**src/rtl/updn_tmr_pkg.sv**
```systemverilog
`timescale 1ns/1ps
package updn_tmr_pkg;
    localparam int HALF_W   = 8;
    localparam int PRESCALE = 12;

    typedef enum logic [2:0] {
        SEL_CNT_LO = 3'd0,
        SEL_CNT_HI = 3'd1,
        SEL_RLD_LO = 3'd2,
        SEL_RLD_HI = 3'd3,
        SEL_CTRL   = 3'd4
    } reg_sel_e;

    // control bit positions
    localparam int CB_RUN  = 0;
    localparam int CB_SRC  = 1;
    localparam int CB_DN   = 2;
    localparam int CB_FLAG = 3;
    localparam int CB_EXT  = 4;

    typedef struct packed {
        logic dn_en;
        logic ev_src;
        logic run;
    } ctrl_t;

    typedef enum logic [1:0] {
        ST_HOLD = 2'd0,
        ST_UP   = 2'd1,
        ST_DOWN = 2'd2
    } step_e;

    function automatic step_e pick_step(input logic tick, input logic dn_en, input logic dir);
        if (!tick)              return ST_HOLD;
        else if (!dn_en || dir) return ST_UP;
        else                    return ST_DOWN;
    endfunction
endpackage

```
**src/rtl/updn_tick_gen.sv**
```systemverilog
`timescale 1ns/1ps
module updn_tick_gen #(
    parameter int PRESCALE = updn_tmr_pkg::PRESCALE
) (
    input  logic clk,
    input  logic rst,
    input  logic run,
    input  logic ev_src,
    input  logic ev_in,
    output logic tick
);
    localparam int PW = (PRESCALE > 1) ? $clog2(PRESCALE) : 1;
    localparam logic [PW-1:0] PTOP = PW'(PRESCALE - 1);

    logic [PW-1:0] pre_q;
    logic          pre_pulse;
    logic [2:0]    sync_q;   // [0],[1] synchroniser, [2] previous sample
    logic          ev_fall;

    always_ff @(posedge clk) begin
        if (rst) pre_q <= '0;
        else     pre_q <= (pre_q == PTOP) ? '0 : pre_q + 1'b1;
    end

    assign pre_pulse = (pre_q == PTOP);

    always_ff @(posedge clk) begin
        if (rst) sync_q <= 3'b111;
        else     sync_q <= {sync_q[1:0], ev_in};
    end

    assign ev_fall = sync_q[2] & ~sync_q[1];
    assign tick    = run & (ev_src ? ev_fall : pre_pulse);


    pre_single_chk: assert property (@(posedge clk) disable iff (rst)
        pre_pulse |=> !pre_pulse);

    fall_single_chk: assert property (@(posedge clk) disable iff (rst)
        ev_fall |=> !ev_fall);
endmodule

```
**src/rtl/updn_count_core.sv**
```systemverilog
`timescale 1ns/1ps
module updn_count_core
    import updn_tmr_pkg::*;
#(
    parameter int HALF_W = updn_tmr_pkg::HALF_W
) (
    input  logic                  clk,
    input  logic                  rst,
    input  logic                  tick,
    input  logic                  dn_en,
    input  logic                  dir,
    input  logic [2*HALF_W-1:0]   rld,
    input  logic                  wr_lo,
    input  logic                  wr_hi,
    input  logic [HALF_W-1:0]     wr_data,
    output logic [2*HALF_W-1:0]   cnt,
    output logic                  wrap,
    output logic                  ext_bit
);
    localparam int CNT_W = 2 * HALF_W;
    localparam logic [CNT_W-1:0] ALL1 = '1;

    logic [HALF_W-1:0] lo_q, hi_q;
    logic [CNT_W-1:0]  nxt;
    logic              raw_wrap;
    logic              sw_wr;
    step_e             st;

    assign cnt   = {hi_q, lo_q};
    assign sw_wr = wr_lo | wr_hi;
    assign st    = pick_step(tick, dn_en, dir);

    always_comb begin
        nxt      = cnt;
        raw_wrap = 1'b0;
        unique case (st)
            ST_UP: begin
                if (cnt == ALL1) begin
                    nxt      = rld;
                    raw_wrap = 1'b1;
                end else begin
                    nxt = cnt + 1'b1;
                end
            end
            ST_DOWN: begin
                if (cnt == rld) begin
                    nxt      = ALL1;
                    raw_wrap = 1'b1;
                end else begin
                    nxt = cnt - 1'b1;
                end
            end
            default: ;
        endcase
    end

    assign wrap = raw_wrap & ~sw_wr;

    always_ff @(posedge clk) begin
        if (rst) begin
            lo_q    <= '0;
            hi_q    <= '0;
            ext_bit <= 1'b0;
        end else begin
            if (sw_wr) begin
                if (wr_lo) lo_q <= wr_data;
                if (wr_hi) hi_q <= wr_data;
            end else begin
                {hi_q, lo_q} <= nxt;
            end
            if (wrap && dn_en) ext_bit <= ~ext_bit;
        end
    end


    up_reload_chk: assert property (@(posedge clk) disable iff (rst)
        (tick && !sw_wr && (!dn_en || dir) && cnt == ALL1) |=> cnt == $past(rld));

    down_wrap_chk: assert property (@(posedge clk) disable iff (rst)
        (tick && !sw_wr && dn_en && !dir && cnt == rld) |=> (cnt == ALL1 && ext_bit != $past(ext_bit)));

    hold_chk: assert property (@(posedge clk) disable iff (rst)
        (!tick && !sw_wr) |=> $stable(cnt));

    ext_quiet_chk: assert property (@(posedge clk) disable iff (rst)
        !dn_en |=> $stable(ext_bit));
endmodule

```
**src/rtl/updn_timer.sv**
```systemverilog
`timescale 1ns/1ps
module updn_timer
    import updn_tmr_pkg::*;
#(
    parameter int HALF_W   = updn_tmr_pkg::HALF_W,
    parameter int PRESCALE = updn_tmr_pkg::PRESCALE
) (
    input  logic              clk,
    input  logic              rst,
    input  logic              wr_en,
    input  logic [2:0]        wr_sel,
    input  logic [HALF_W-1:0] wr_data,
    input  logic [2:0]        rd_sel,
    output logic [HALF_W-1:0] rd_data,
    input  logic              ev_in,
    input  logic              dir_in,
    input  logic              irq_en,
    output logic              irq,
    output logic              ovf_flag,
    output logic              ext_bit
);
    localparam int CNT_W = 2 * HALF_W;

    ctrl_t             ctrl_q;
    logic [HALF_W-1:0] rld_lo_q, rld_hi_q;
    logic [CNT_W-1:0]  cnt;
    logic              tick, wrap, flag_clr;
    reg_sel_e          wsel, rsel;

    assign wsel     = reg_sel_e'(wr_sel);
    assign rsel     = reg_sel_e'(rd_sel);
    assign flag_clr = wr_en && (wsel == SEL_CTRL) && !wr_data[CB_FLAG];

    always_ff @(posedge clk) begin
        if (rst) begin
            ctrl_q   <= '0;
            rld_lo_q <= '0;
            rld_hi_q <= '0;
            ovf_flag <= 1'b0;
        end else begin
            if (wr_en) begin
                unique case (wsel)
                    SEL_RLD_LO: rld_lo_q <= wr_data;
                    SEL_RLD_HI: rld_hi_q <= wr_data;
                    SEL_CTRL:   ctrl_q   <= '{dn_en:  wr_data[CB_DN],
                                              ev_src: wr_data[CB_SRC],
                                              run:    wr_data[CB_RUN]};
                    default: ;
                endcase
            end
            if (wrap)          ovf_flag <= 1'b1;
            else if (flag_clr) ovf_flag <= 1'b0;
        end
    end

    updn_tick_gen #(.PRESCALE(PRESCALE)) u_tick (
        .clk    (clk),
        .rst    (rst),
        .run    (ctrl_q.run),
        .ev_src (ctrl_q.ev_src),
        .ev_in  (ev_in),
        .tick   (tick)
    );

    updn_count_core #(.HALF_W(HALF_W)) u_core (
        .clk     (clk),
        .rst     (rst),
        .tick    (tick),
        .dn_en   (ctrl_q.dn_en),
        .dir     (dir_in),
        .rld     ({rld_hi_q, rld_lo_q}),
        .wr_lo   (wr_en && wsel == SEL_CNT_LO),
        .wr_hi   (wr_en && wsel == SEL_CNT_HI),
        .wr_data (wr_data),
        .cnt     (cnt),
        .wrap    (wrap),
        .ext_bit (ext_bit)
    );

    always_comb begin
        rd_data = '0;
        unique case (rsel)
            SEL_CNT_LO: rd_data = cnt[HALF_W-1:0];
            SEL_CNT_HI: rd_data = cnt[CNT_W-1:HALF_W];
            SEL_RLD_LO: rd_data = rld_lo_q;
            SEL_RLD_HI: rd_data = rld_hi_q;
            SEL_CTRL: begin
                rd_data[CB_RUN]  = ctrl_q.run;
                rd_data[CB_SRC]  = ctrl_q.ev_src;
                rd_data[CB_DN]   = ctrl_q.dn_en;
                rd_data[CB_FLAG] = ovf_flag;
                rd_data[CB_EXT]  = ext_bit;
            end
            default: ;
        endcase
    end

    assign irq = ovf_flag & irq_en;


    flag_sticky_chk: assert property (@(posedge clk) disable iff (rst)
        (ovf_flag && !flag_clr) |=> ovf_flag);

    set_wins_chk: assert property (@(posedge clk) disable iff (rst)
        wrap |=> ovf_flag);

    irq_flag_chk: assert property (@(posedge clk) disable iff (rst)
        irq |-> ovf_flag);
endmodule

```
**config.mk**
```make
export PLATFORM = sky130hd
export DESIGN_NAME = updn_timer
export DESIGN_NICKNAME = d
export VERILOG_FILES = /design/src/rtl/updn_tmr_pkg.sv /design/src/rtl/updn_tick_gen.sv /design/src/rtl/updn_count_core.sv /design/src/rtl/updn_timer.sv
export SDC_FILE = /design/constraint.sdc
export NUM_CORES = 1
export LEC_CHECK = 0
export BUFFER_PORTS_ARGS = -buffer_cell sky130_fd_sc_hd__buf_2
export CORE_MARGIN = 3
export CORE_UTILIZATION = 45
export DETAILED_ROUTE_END_ITERATION = 10
export HOLD_SLACK_MARGIN = 0.15
export PLACE_DENSITY = 0.61
export SYNTH_ARGS = -nofsm -noshare
export SYNTH_HDL_FRONTEND = slang
export SYNTH_SLANG_ARGS = --single-unit
```
**constraint.sdc**
```tcl
create_clock -name clk -period 3.5 [get_ports clk]
set_input_delay 0.35 -clock clk [delete_from_list [all_inputs] [get_ports clk]]
set_output_delay 0.35 -clock clk [all_outputs]
set_load 0.05 [all_outputs]
```
==> impl_metrics.env, run 1 <==
export IMPL_status="finished clean"
export IMPL_synthArstFlopShare_pct=0
export IMPL_hold_path_class="in -> reg"
export IMPL_tritoncts_num_buffers=5
export IMPL_dr_pass1_iters=5
export IMPL_slew_viol_final=0
export IMPL_fmax_mhz=355
export IMPL_clock_sinks=44
export IMPL_sw_frac_of_total_pct=31.0
export IMPL_gp_congestion=0.944
export IMPL_cp_end_kind="register"
export IMPL_required_ns=3.72
export IMPL_cp_max_fo=11
export IMPL_slowest_delay_ns=0.55
export IMPL_cts_root_buf="clkbuf_8"
export IMPL_crit_family="simple AND/OR/NAND/NOR gates"
export IMPL_rr_startpoint="u_core.lo_q[0]"
export IMPL_io_buffers=30
export IMPL_clk_pin_slew_ns=0.09
export IMPL_crit_chain="ha_1 > nand3_1 > nor2_1 > nand3_1 > mux2i_1 > a221o_1 > a311oi_1"
export IMPL_nNetsFinal=421
export IMPL_start_util_pct=46.8
export IMPL_clock_latency_ns=0.31
export IMPL_r2r_end="u_core.lo_q[5]"
export IMPL_wl_per_cell_um=19.2
export IMPL_final_common_cell="nand2_1"
export IMPL_cts_setup_buffers=0
export IMPL_startpoint_type="register"
export IMPL_hold_violations=0
export IMPL_maxCapViolCount=0
export IMPL_min_period_ns=2.82
export IMPL_syn_nets=413
export IMPL_via_per_inst=6.12
export IMPL_postRouteAntennaNets=0
export IMPL_crit_buf_inv=0
export IMPL_intPower_uw=757
export IMPL_synth_main_ff_cell="dfxtp_1"
export IMPL_vias=3031
export IMPL_gr_usage_all_layers_pct=24.1
export IMPL_tightestPinTransition_ns=1.04
export IMPL_ioPinCount=31
export IMPL_setup_ws_ns=0.682
export IMPL_drt_iter0_markers=297
export IMPL_place_hpwl_mm=7.04
export IMPL_grt_pass1_wl_mm=15.6
export IMPL_r2r_cells=7
export IMPL_p_per_area_nw_per_um2=320
export IMPL_syn_avg_cell_area_um2=8.19
export IMPL_die_area_um2=8150
export IMPL_p_clk_share_pct=32.7
export IMPL_antenna_found_initial=0
export IMPL_ir_worst_vdd_mv=0.186
export IMPL_synth_edf_count=0
export IMPL_routed_wl_mm=9.50
export IMPL_power_frac_comb_pct=18.1
export IMPL_path_class="reg -> reg"
export IMPL_period_share_pct=80.5
export IMPL_overflow=0
export IMPL_p_seq_share_pct=49.2
export IMPL_setup_tns_ns=0
export IMPL_syn_inst=390
export IMPL_yosys_warnings=0
export IMPL_dp_slack_ns=0.765
export IMPL_grt_pass1_vias=2859
export IMPL_core_um2=6830
export IMPL_setup_viol=0
export IMPL_rsz0062_at_grt="no"
export IMPL_mostFrequentLayoutCells="nand2_1, dfxtp_1, nor2_1, buf_2, xor2_1"
export IMPL_die_y_um=90.3
export IMPL_hold_depth=2
export IMPL_ys_seq_area_share_pct=27.6
export IMPL_tritoncts="yes"
export IMPL_row_count=30
export IMPL_crit_arrival_ns=3.04
export IMPL_htreeDepth=2
export IMPL_slowest_stage="nand3_1"
export IMPL_ctsHoldBuffers=0
export IMPL_cts_resized=0
export IMPL_whs_endpoint="u_tick.sync_q[0]"
export IMPL_power_switching_uw=340
export IMPL_ys_ff_latch=44
export IMPL_max_slew_margin_pct=30.6
export IMPL_die_w_um=90.3
export IMPL_hold_start="ev_in"
export IMPL_leakage_uw=0.00136
export IMPL_syn_area_um2=3190
export IMPL_yosysUniqueCellTypes=56
export IMPL_reg2reg_slack_ns=0.68
export IMPL_drive_above_1_share_pct=16.8
export IMPL_area_delta_synth_final_pct=7.32
export IMPL_n_antenna_cell=0
export IMPL_clock_path_buffers=2
export IMPL_crit_top_cell="nand3_1"
export IMPL_drc_errors=0
export IMPL_clock_skew_ns=0.00430
export IMPL_grt_max_degree=46
[cells in the mapped netlist, types with 2 or more instances]
| master | number | area share [%] |
|---|---|---|
| o22ai_1 | 4 | 0.78 |
| nor3_1 | 8 | 1.3 |
| or2_2 | 4 | 0.78 |
| nand3_1 | 10 | 1.6 |
| nand4_1 | 4 | 0.78 |
| buf_2 | 13 | 2.0 |
| nor4_1 | 4 | 0.78 |
| nor3b_1 | 2 | 0.47 |
| o21ai_0 | 6 | 0.94 |
| a22oi_1 | 8 | 1.9 |
| a311oi_1 | 10 | 2.7 |
| nor2_1 | 43 | 5.1 |
| a21oi_1 | 22 | 3.4 |
| nand2b_1 | 2 | 0.39 |
| a311oi_2 | 2 | 0.94 |
| mux4_2 | 3 | 2.1 |
| o32ai_1 | 2 | 0.55 |
| and2_1 | 2 | 0.39 |
| o21ai_1 | 3 | 0.47 |
| nor4_2 | 3 | 1.2 |
| a41oi_1 | 2 | 0.55 |
| nand4b_1 | 2 | 0.55 |
| nand2_1 | 46 | 5.4 |
| buf_6 | 3 | 1.1 |
| or3_1 | 2 | 0.39 |
| ha_1 | 3 | 1.2 |
| a31oi_1 | 2 | 0.39 |
| dfxtp_1 | 44 | 28 |
| inv_1 | 6 | 0.71 |
| a221o_1 | 6 | 1.9 |
| nor4_4 | 2 | 1.3 |
| nor2b_1 | 7 | 1.4 |
| clkbuf_1 | 17 | 2.0 |
| and3_1 | 4 | 0.78 |
| a211o_1 | 3 | 0.82 |
| mux2i_1 | 20 | 6.3 |
| mux2_2 | 5 | 1.8 |
| xnor2_1 | 12 | 3.3 |
| a211oi_1 | 6 | 1.4 |
| xor2_1 | 27 | 7.4 |
[metrics by stage]
| step | std cells | instance area (µm²) | power, µW | utilization (%) | hold WS, ns |
|---|---|---|---|---|---|
| 6_report | 495 | 3430 | 1100 | 50.2 | 0.229 |
| 2_1_floorplan | 390 | 3190 | 694 | - | 0.389 |
| 3_5_place_dp | 487 | 3330 | 748 | 48.8 | 0.416 |
| 4_1_cts | 495 | 3430 | 1100 | 50.2 | 0.232 |
| 5_1_grt | 495 | 3430 | 1140 | 50.2 | 0.240 |
| 3_3_place_gp | 487 | 3330 | 746 | 48.8 | 0.392 |
[final cells by class]
type,count,area [µm²]
Fill cell,718,3400
Multi-Input combinational cell,306,2120
Sequential cell,44,881
Timing Repair Buffer,35,188
Tap cell,96,120
Clock buffer,6,82.6
Inverter,6,22.5
Clock inverter,2,13.8
[layer usage]
| metal | vias up | global-route usage (%) | routed length (µm) |
|---|---|---|---|
| li1 | 1423 | - | - |
| met1 | 1459 | 33.8 | 4250 |
| met2 | 129 | 36.9 | 4360 |
| met3 | 20 | 4.33 | 662 |
| met4 | 0 | 9.06 | 235 |
| met5 | - | 0 | 0 |
[how the worst max path moves through the flow]
stage              startpoint        endpoint  cells after the start
6_report       u_core.lo_q[0]  u_core.lo_q[5]                      7
3_5_place_dp   u_core.lo_q[0]  u_core.lo_q[5]                      7
2_1_floorplan       rd_sel[0]      rd_data[4]                      4
4_1_cts        u_core.lo_q[0]  u_core.lo_q[5]                      7
5_1_grt        u_core.lo_q[0]  u_core.lo_q[5]                      7
3_3_place_gp   u_core.lo_q[0]  u_core.lo_q[5]                      7
[kinds of logic (layout without fill, tap and decap cells)]
group	after synthesis	count (layout)	synth area share (%)
AND/OR/NAND/NOR	151	151	24.4
AO/OA/AOI/OAI	83	83	18.7
flip-flops	44	44	27.6
XOR/XNOR	40	40	11.2
buffers and inverters	40	49	6.03
multiplexers	29	29	11.0
adder cells (fa/ha/maj)	3	3	1.18
[power groups by stage]
stage               clock, µW  sequential, µW  combinational [µW]
finish                    359             540                 199
global route              382             543                 218
CTS                       364             539                 198
detailed placement          0             551                 197
global placement            0             550                 196
floorplan                   0             533                 160
[flip-flops by register name, summed over array words and instances, names as in the netlist]
signal / cells
ctrl_q: 3
ovf_flag: 1
rld_hi_q: 8
rld_lo_q: 8
u_core.ext_bit: 1
u_core.hi_q: 8
u_core.lo_q: 8
u_tick.pre_q: 4
u_tick.sync_q: 3
Power figures use the tool's default switching activity.
==> inputs of run 2 (changes only) <==
PLACE_DENSITY = 0.64   (was 0.61)
clock period = 2.5 ns   (was 3.5 ns; I/O delays follow)
==> run 2 against run 1 <==
  * Worst setup slack got worse by 0.57 ns
  * Routed wire length is 5.2% higher
  * Clock power rose by 69%
  * Combinational power up 52%
  * Utilization is 2.5 points higher
  * Critical path type unchanged
  * Critical endpoint is now u_core.lo_q[1]
  * Largest power group unchanged
==> impl_metrics.env, run 2 (synthesized netlist as in run 1, its figures left out) <==
export IMPL_ctsHoldBuffers=1
export IMPL_dr_pass1_iters=5
export IMPL_cts_setup_buffers=0
export IMPL_setup_viol=0
export IMPL_setup_tns_ns=0
export IMPL_slowest_stage="dfxtp_1"
export IMPL_start_util_pct=46.8
export IMPL_area_delta_synth_final_pct=12.7
export IMPL_crit_arrival_ns=2.62
export IMPL_die_y_um=90.3
export IMPL_clock_skew_ns=0.00898
export IMPL_grt_pass1_vias=3046
export IMPL_vias=3140
export IMPL_drive_above_1_share_pct=20.3
export IMPL_required_ns=2.73
export IMPL_crit_family="simple AND/OR/NAND/NOR gates"
export IMPL_clock_path_buffers=2
export IMPL_via_per_inst=6.11
export IMPL_period_share_pct=95.6
export IMPL_cts_resized=0
export IMPL_hold_path_class="in -> reg"
export IMPL_io_buffers=30
export IMPL_gp_congestion=0.987
export IMPL_power_total_uw=1660
export IMPL_cp_end_kind="register"
export IMPL_nNetsFinal=440
export IMPL_drc_errors=0
export IMPL_tritoncts_num_buffers=5
export IMPL_htreeDepth=2
export IMPL_wl_per_cell_um=19.4
export IMPL_routed_wl_mm=9.99
export IMPL_slowest_delay_ns=0.61
export IMPL_crit_chain="xor2_1 > nor4_4 > nand4_2 > and2_4 > a221o_1 > a311oi_2"
export IMPL_rsz0062_at_grt="no"
export IMPL_p_per_area_nw_per_um2=461
export IMPL_drt_iter0_markers=306
export IMPL_status="finished clean"
export IMPL_slew_viol_final=0
export IMPL_final_common_cell="nand2_1"
export IMPL_crit_buf_inv=0
export IMPL_clk_pin_slew_ns=0.10
export IMPL_core_um2=6830
export IMPL_gr_usage_all_layers_pct=24.9
export IMPL_place_hpwl_mm=7.45
export IMPL_die_w_um=90.3
export IMPL_overflow=0
export IMPL_min_period_ns=2.39
export IMPL_grt_pass1_wl_mm=16.2
export IMPL_ir_worst_vdd_mv=0.243
export IMPL_tritoncts="yes"
export IMPL_path_class="reg -> reg"
export IMPL_row_count=30
export IMPL_leakage_uw=0.00146
export IMPL_cts_root_buf="clkbuf_8"
export IMPL_startpoint_type="register"
export IMPL_dp_slack_ns=0.203
export IMPL_die_area_um2=8150
export IMPL_postRouteAntennaNets=0
export IMPL_clock_sinks=44
export IMPL_clock_latency_ns=0.31
export IMPL_cp_max_fo=11
export IMPL_setup_ws_ns=0.109
export IMPL_n_antenna_cell=0
export IMPL_fmax_mhz=418
export IMPL_hold_violations=0
export IMPL_grt_max_degree=29
export IMPL_antenna_found_initial=0
export IMPL_max_slew_margin_pct=53.9
export IMPL_ioPinCount=31
export IMPL_maxCapViolCount=0
export IMPL_tightestPinTransition_ns=0.687
export IMPL_mostFrequentLayoutCells="nand2_1, dfxtp_1, nor2_1, buf_2, xor2_1"
==> run 2: cell count changes in the layout (fill, tap and decap cells not counted), sizes merged <==
cell and delta:
bufinv +1, dlygate4sd3 +1, inv -1, buf +18
==> run 2: per-layer routing <==
layer / global-route usage [%] / routed length [µm] / part of all wire [%]
met2: 40.1 / 4500 / 45
met4: 7.53 / 250 / 2.5
met5: 0 / 0 / 0
met3: 4.58 / 971 / 9.7
met1: 33.7 / 4270 / 43
==> run 2: layout make-up <==
cell class / count / area (µm²)
flip-flops and latches: 44 / 881
well taps: 96 / 120
multi-input cells: 306 / 2120
clock inverters: 2 / 38.8
repair buffers: 54 / 333
inverters: 6 / 22.5
fillers: 690 / 3230
clock buffers: 6 / 82.6
==> run 2: worst reg2reg max path, cell delays in order, from the launching register on <==
cell	delay, ns
dfxtp_1	0.61
xor2_1	0.19
nor4_4	0.30
nand4_2	0.27
and2_4	0.32
a221o_1	0.37
a311oi_2	0.25
==> run 2: report_power, final <==
group / switching [µW] / internal (µW)
clock: 280 / 327
combinational: 179 / 123
sequential: 27.8 / 720
total: 487 / 1170
==> run 2: path summary, 6_finish.rpt <==
kind	from	endpoint	slack, ns	cells after the start
worst max register to register	u_core.hi_q[4]	u_core.lo_q[1]	0.11	6
worst min register to register	u_tick.sync_q[0]	u_tick.sync_q[1]	0.43	1
worst max-delay path	u_core.hi_q[4]	u_core.lo_q[1]	0.11	6
worst min-delay path	wr_data[6]	rld_hi_q[6]	0.21	3
==> run 2: stage by stage <==
stage | utilization (%) | std cells | hold slack, ns | area (µm²)
CTS | 52.7 | 514 | 0.189 | 3600
global placement | 50.8 | 505 | 0.404 | 3470
finish | 52.7 | 514 | 0.208 | 3600
detailed placement | 50.8 | 505 | 0.400 | 3470
global route | 52.7 | 514 | 0.191 | 3600
floorplan | - | 390 | 0.354 | 3190
==> inputs of run 3 (changes only) <==
BUFFER_PORTS_ARGS = -buffer_cell sky130_fd_sc_hd__clkbuf_2   (was -buffer_cell sky130_fd_sc_hd__buf_2)
==> run 3 against run 2 <==
  * Global-route usage increased by 0.31 points
  * Clock skew decreased by 0.0044 ns
  * Sequential cell count unchanged
  * Combinational power about the same
  * Largest power group unchanged
  * Highest routed layer unchanged
==> impl_metrics.env, run 3 (synthesized netlist as in run 1, its figures left out) <==
export IMPL_status="finished clean"
export IMPL_fmax_mhz=428
export IMPL_drc_errors=0
export IMPL_tightestPinTransition_ns=0.682
export IMPL_min_period_ns=2.33
export IMPL_htreeDepth=2
export IMPL_gp_congestion=0.986
export IMPL_place_hpwl_mm=7.53
export IMPL_gr_usage_all_layers_pct=25.2
export IMPL_drive_above_1_share_pct=21.4
export IMPL_clock_sinks=44
export IMPL_post_dp_cell_area_um2=3490
export IMPL_grt_pass1_vias=3033
export IMPL_core_um2=6830
export IMPL_die_w_um=90.3
export IMPL_clk_pin_slew_ns=0.09
export IMPL_instances_no_fill=517
export IMPL_setup_tns_ns=0
export IMPL_startpoint_type="register"
export IMPL_tritoncts_num_buffers=5
export IMPL_path_class="reg -> reg"
export IMPL_rsz0062_at_grt="no"
export IMPL_cp_max_fo=11
export IMPL_tritoncts="yes"
export IMPL_drt_iter0_markers=442
export IMPL_dr_pass1_iters=5
export IMPL_grt_pass1_wl_mm=16.4
export IMPL_finish_instance_area_um2=3610
export IMPL_ioPinCount=31
export IMPL_nNetsFinal=443
export IMPL_overflow=0
export IMPL_vias=3213
export IMPL_wl_per_cell_um=19.7
export IMPL_maxCapViolCount=0
export IMPL_io_buffers=30
export IMPL_grt_max_degree=30
export IMPL_setup_viol=0
export IMPL_max_slew_margin_pct=54.2
export IMPL_mostFrequentLayoutCells="nand2_1, nor2_1, dfxtp_1, clkbuf_2, xor2_1"
export IMPL_hold_path_class="in -> reg"
export IMPL_die_area_um2=8150
export IMPL_cp_end_kind="register"
export IMPL_cts_root_buf="clkbuf_8"
export IMPL_n_antenna_cell=0
export IMPL_slowest_delay_ns=0.60
export IMPL_die_y_um=90.3
export IMPL_dp_cells=508
export IMPL_final_common_cell="nand2_1"
export IMPL_antenna_found_initial=0
export IMPL_period_share_pct=93.4
export IMPL_clock_latency_ns=0.30
export IMPL_p_per_area_nw_per_um2=445
export IMPL_required_ns=2.71
export IMPL_postRouteAntennaNets=0
export IMPL_ir_worst_vdd_mv=0.277
export IMPL_crit_arrival_ns=2.54
export IMPL_slew_viol_final=0
export IMPL_crit_chain="xor2_1 > nor4_4 > nand4_2 > and2_4 > a221o_1 > a311oi_1"
export IMPL_start_util_pct=46.8
export IMPL_hold_violations=0
export IMPL_cts_setup_buffers=0
export IMPL_leakage_uw=0.00147
export IMPL_routed_wl_mm=10.2
export IMPL_slowest_stage="dfxtp_1"
export IMPL_clock_skew_ns=0.00460
export IMPL_area_delta_synth_final_pct=13.0
export IMPL_row_count=30
export IMPL_via_per_inst=6.21
export IMPL_clock_path_buffers=2
[run 3: cell types whose count changed in the layout (fill, tap and decap cells not counted)]
cell,previous run,this run
clkbuf_8,6,5
clkbuf_2,0,30
clkbuf_1,0,1
clkinv_2,0,1
clkinv_4,1,0
dfxtp_2,0,3
buf_2,30,0
buf_4,23,26
dfxtp_1,44,41
[run 3: worst paths after layout]
kind                    start          endpoint  slack [ns]  depth (start not counted)
max            u_core.lo_q[2]    u_core.lo_q[0]        0.17                          6
min                wr_data[4]       rld_hi_q[4]        0.20                          3
max reg2reg    u_core.lo_q[2]    u_core.lo_q[0]        0.17                          6
min reg2reg  u_tick.sync_q[0]  u_tick.sync_q[1]        0.42                          1
[run 3: per-layer routing]
| layer | share of wire [%] | global-route usage (%) | up-vias |
|---|---|---|---|
| met3 | 8.7 | 3.67 | 36 |
| met4 | 3.1 | 8.55 | 0 |
| met1 | 44 | 35.8 | 1532 |
| met2 | 44 | 39.0 | 187 |
| li1 | - | - | 1458 |
| met5 | 0 | 0 | - |
[run 3: timing repair]
item | CTS | global route
setup endpoints to repair | 0 | 1
resized for setup | 0 | 3
hold endpoints to repair | 1 | 0
hold buffers | 1 | 0
[run 3: area by class of cell]
class                           instances  area (µm²)
Clock buffer                            6        72.6
Inverter                                6        22.5
Fill cell                             678        3220
Tap cell                               96         120
Multi-Input combinational cell        306        2120
Clock inverter                          2        35.0
Timing Repair Buffer                   57         355
Sequential cell                        44         885
[run 3: stage by stage]
stage | hold WS [ns] | util, % | power (µW) | setup slack, ns
2_1_floorplan | 0.354 | - | 971 | 0.428
3_3_place_gp | 0.398 | 51.1 | 1050 | 0.171
3_5_place_dp | 0.399 | 51.1 | 1060 | 0.146
4_1_cts | 0.202 | 52.8 | 1600 | 0.125
5_1_grt | 0.210 | 52.9 | 1670 | 0.0171
6_report | 0.200 | 52.9 | 1610 | 0.165
[run 3: power by group]
part | leakage (µW) | internal, µW | switching, µW | total, µW
clock network | 0.0000552 | 297 | 259 | 556
registers | 0.000359 | 721 | 29.7 | 750
logic | 0.00105 | 123 | 177 | 300
[run 3: worst max-delay path: cells and delay by family, from the launching register on]
family	cells	cell delay [ns]
AND/OR/NAND/NOR	3	0.83
AO/OA/AOI/OAI	2	0.64
flip-flops	1	0.60
XOR/XNOR	1	0.18
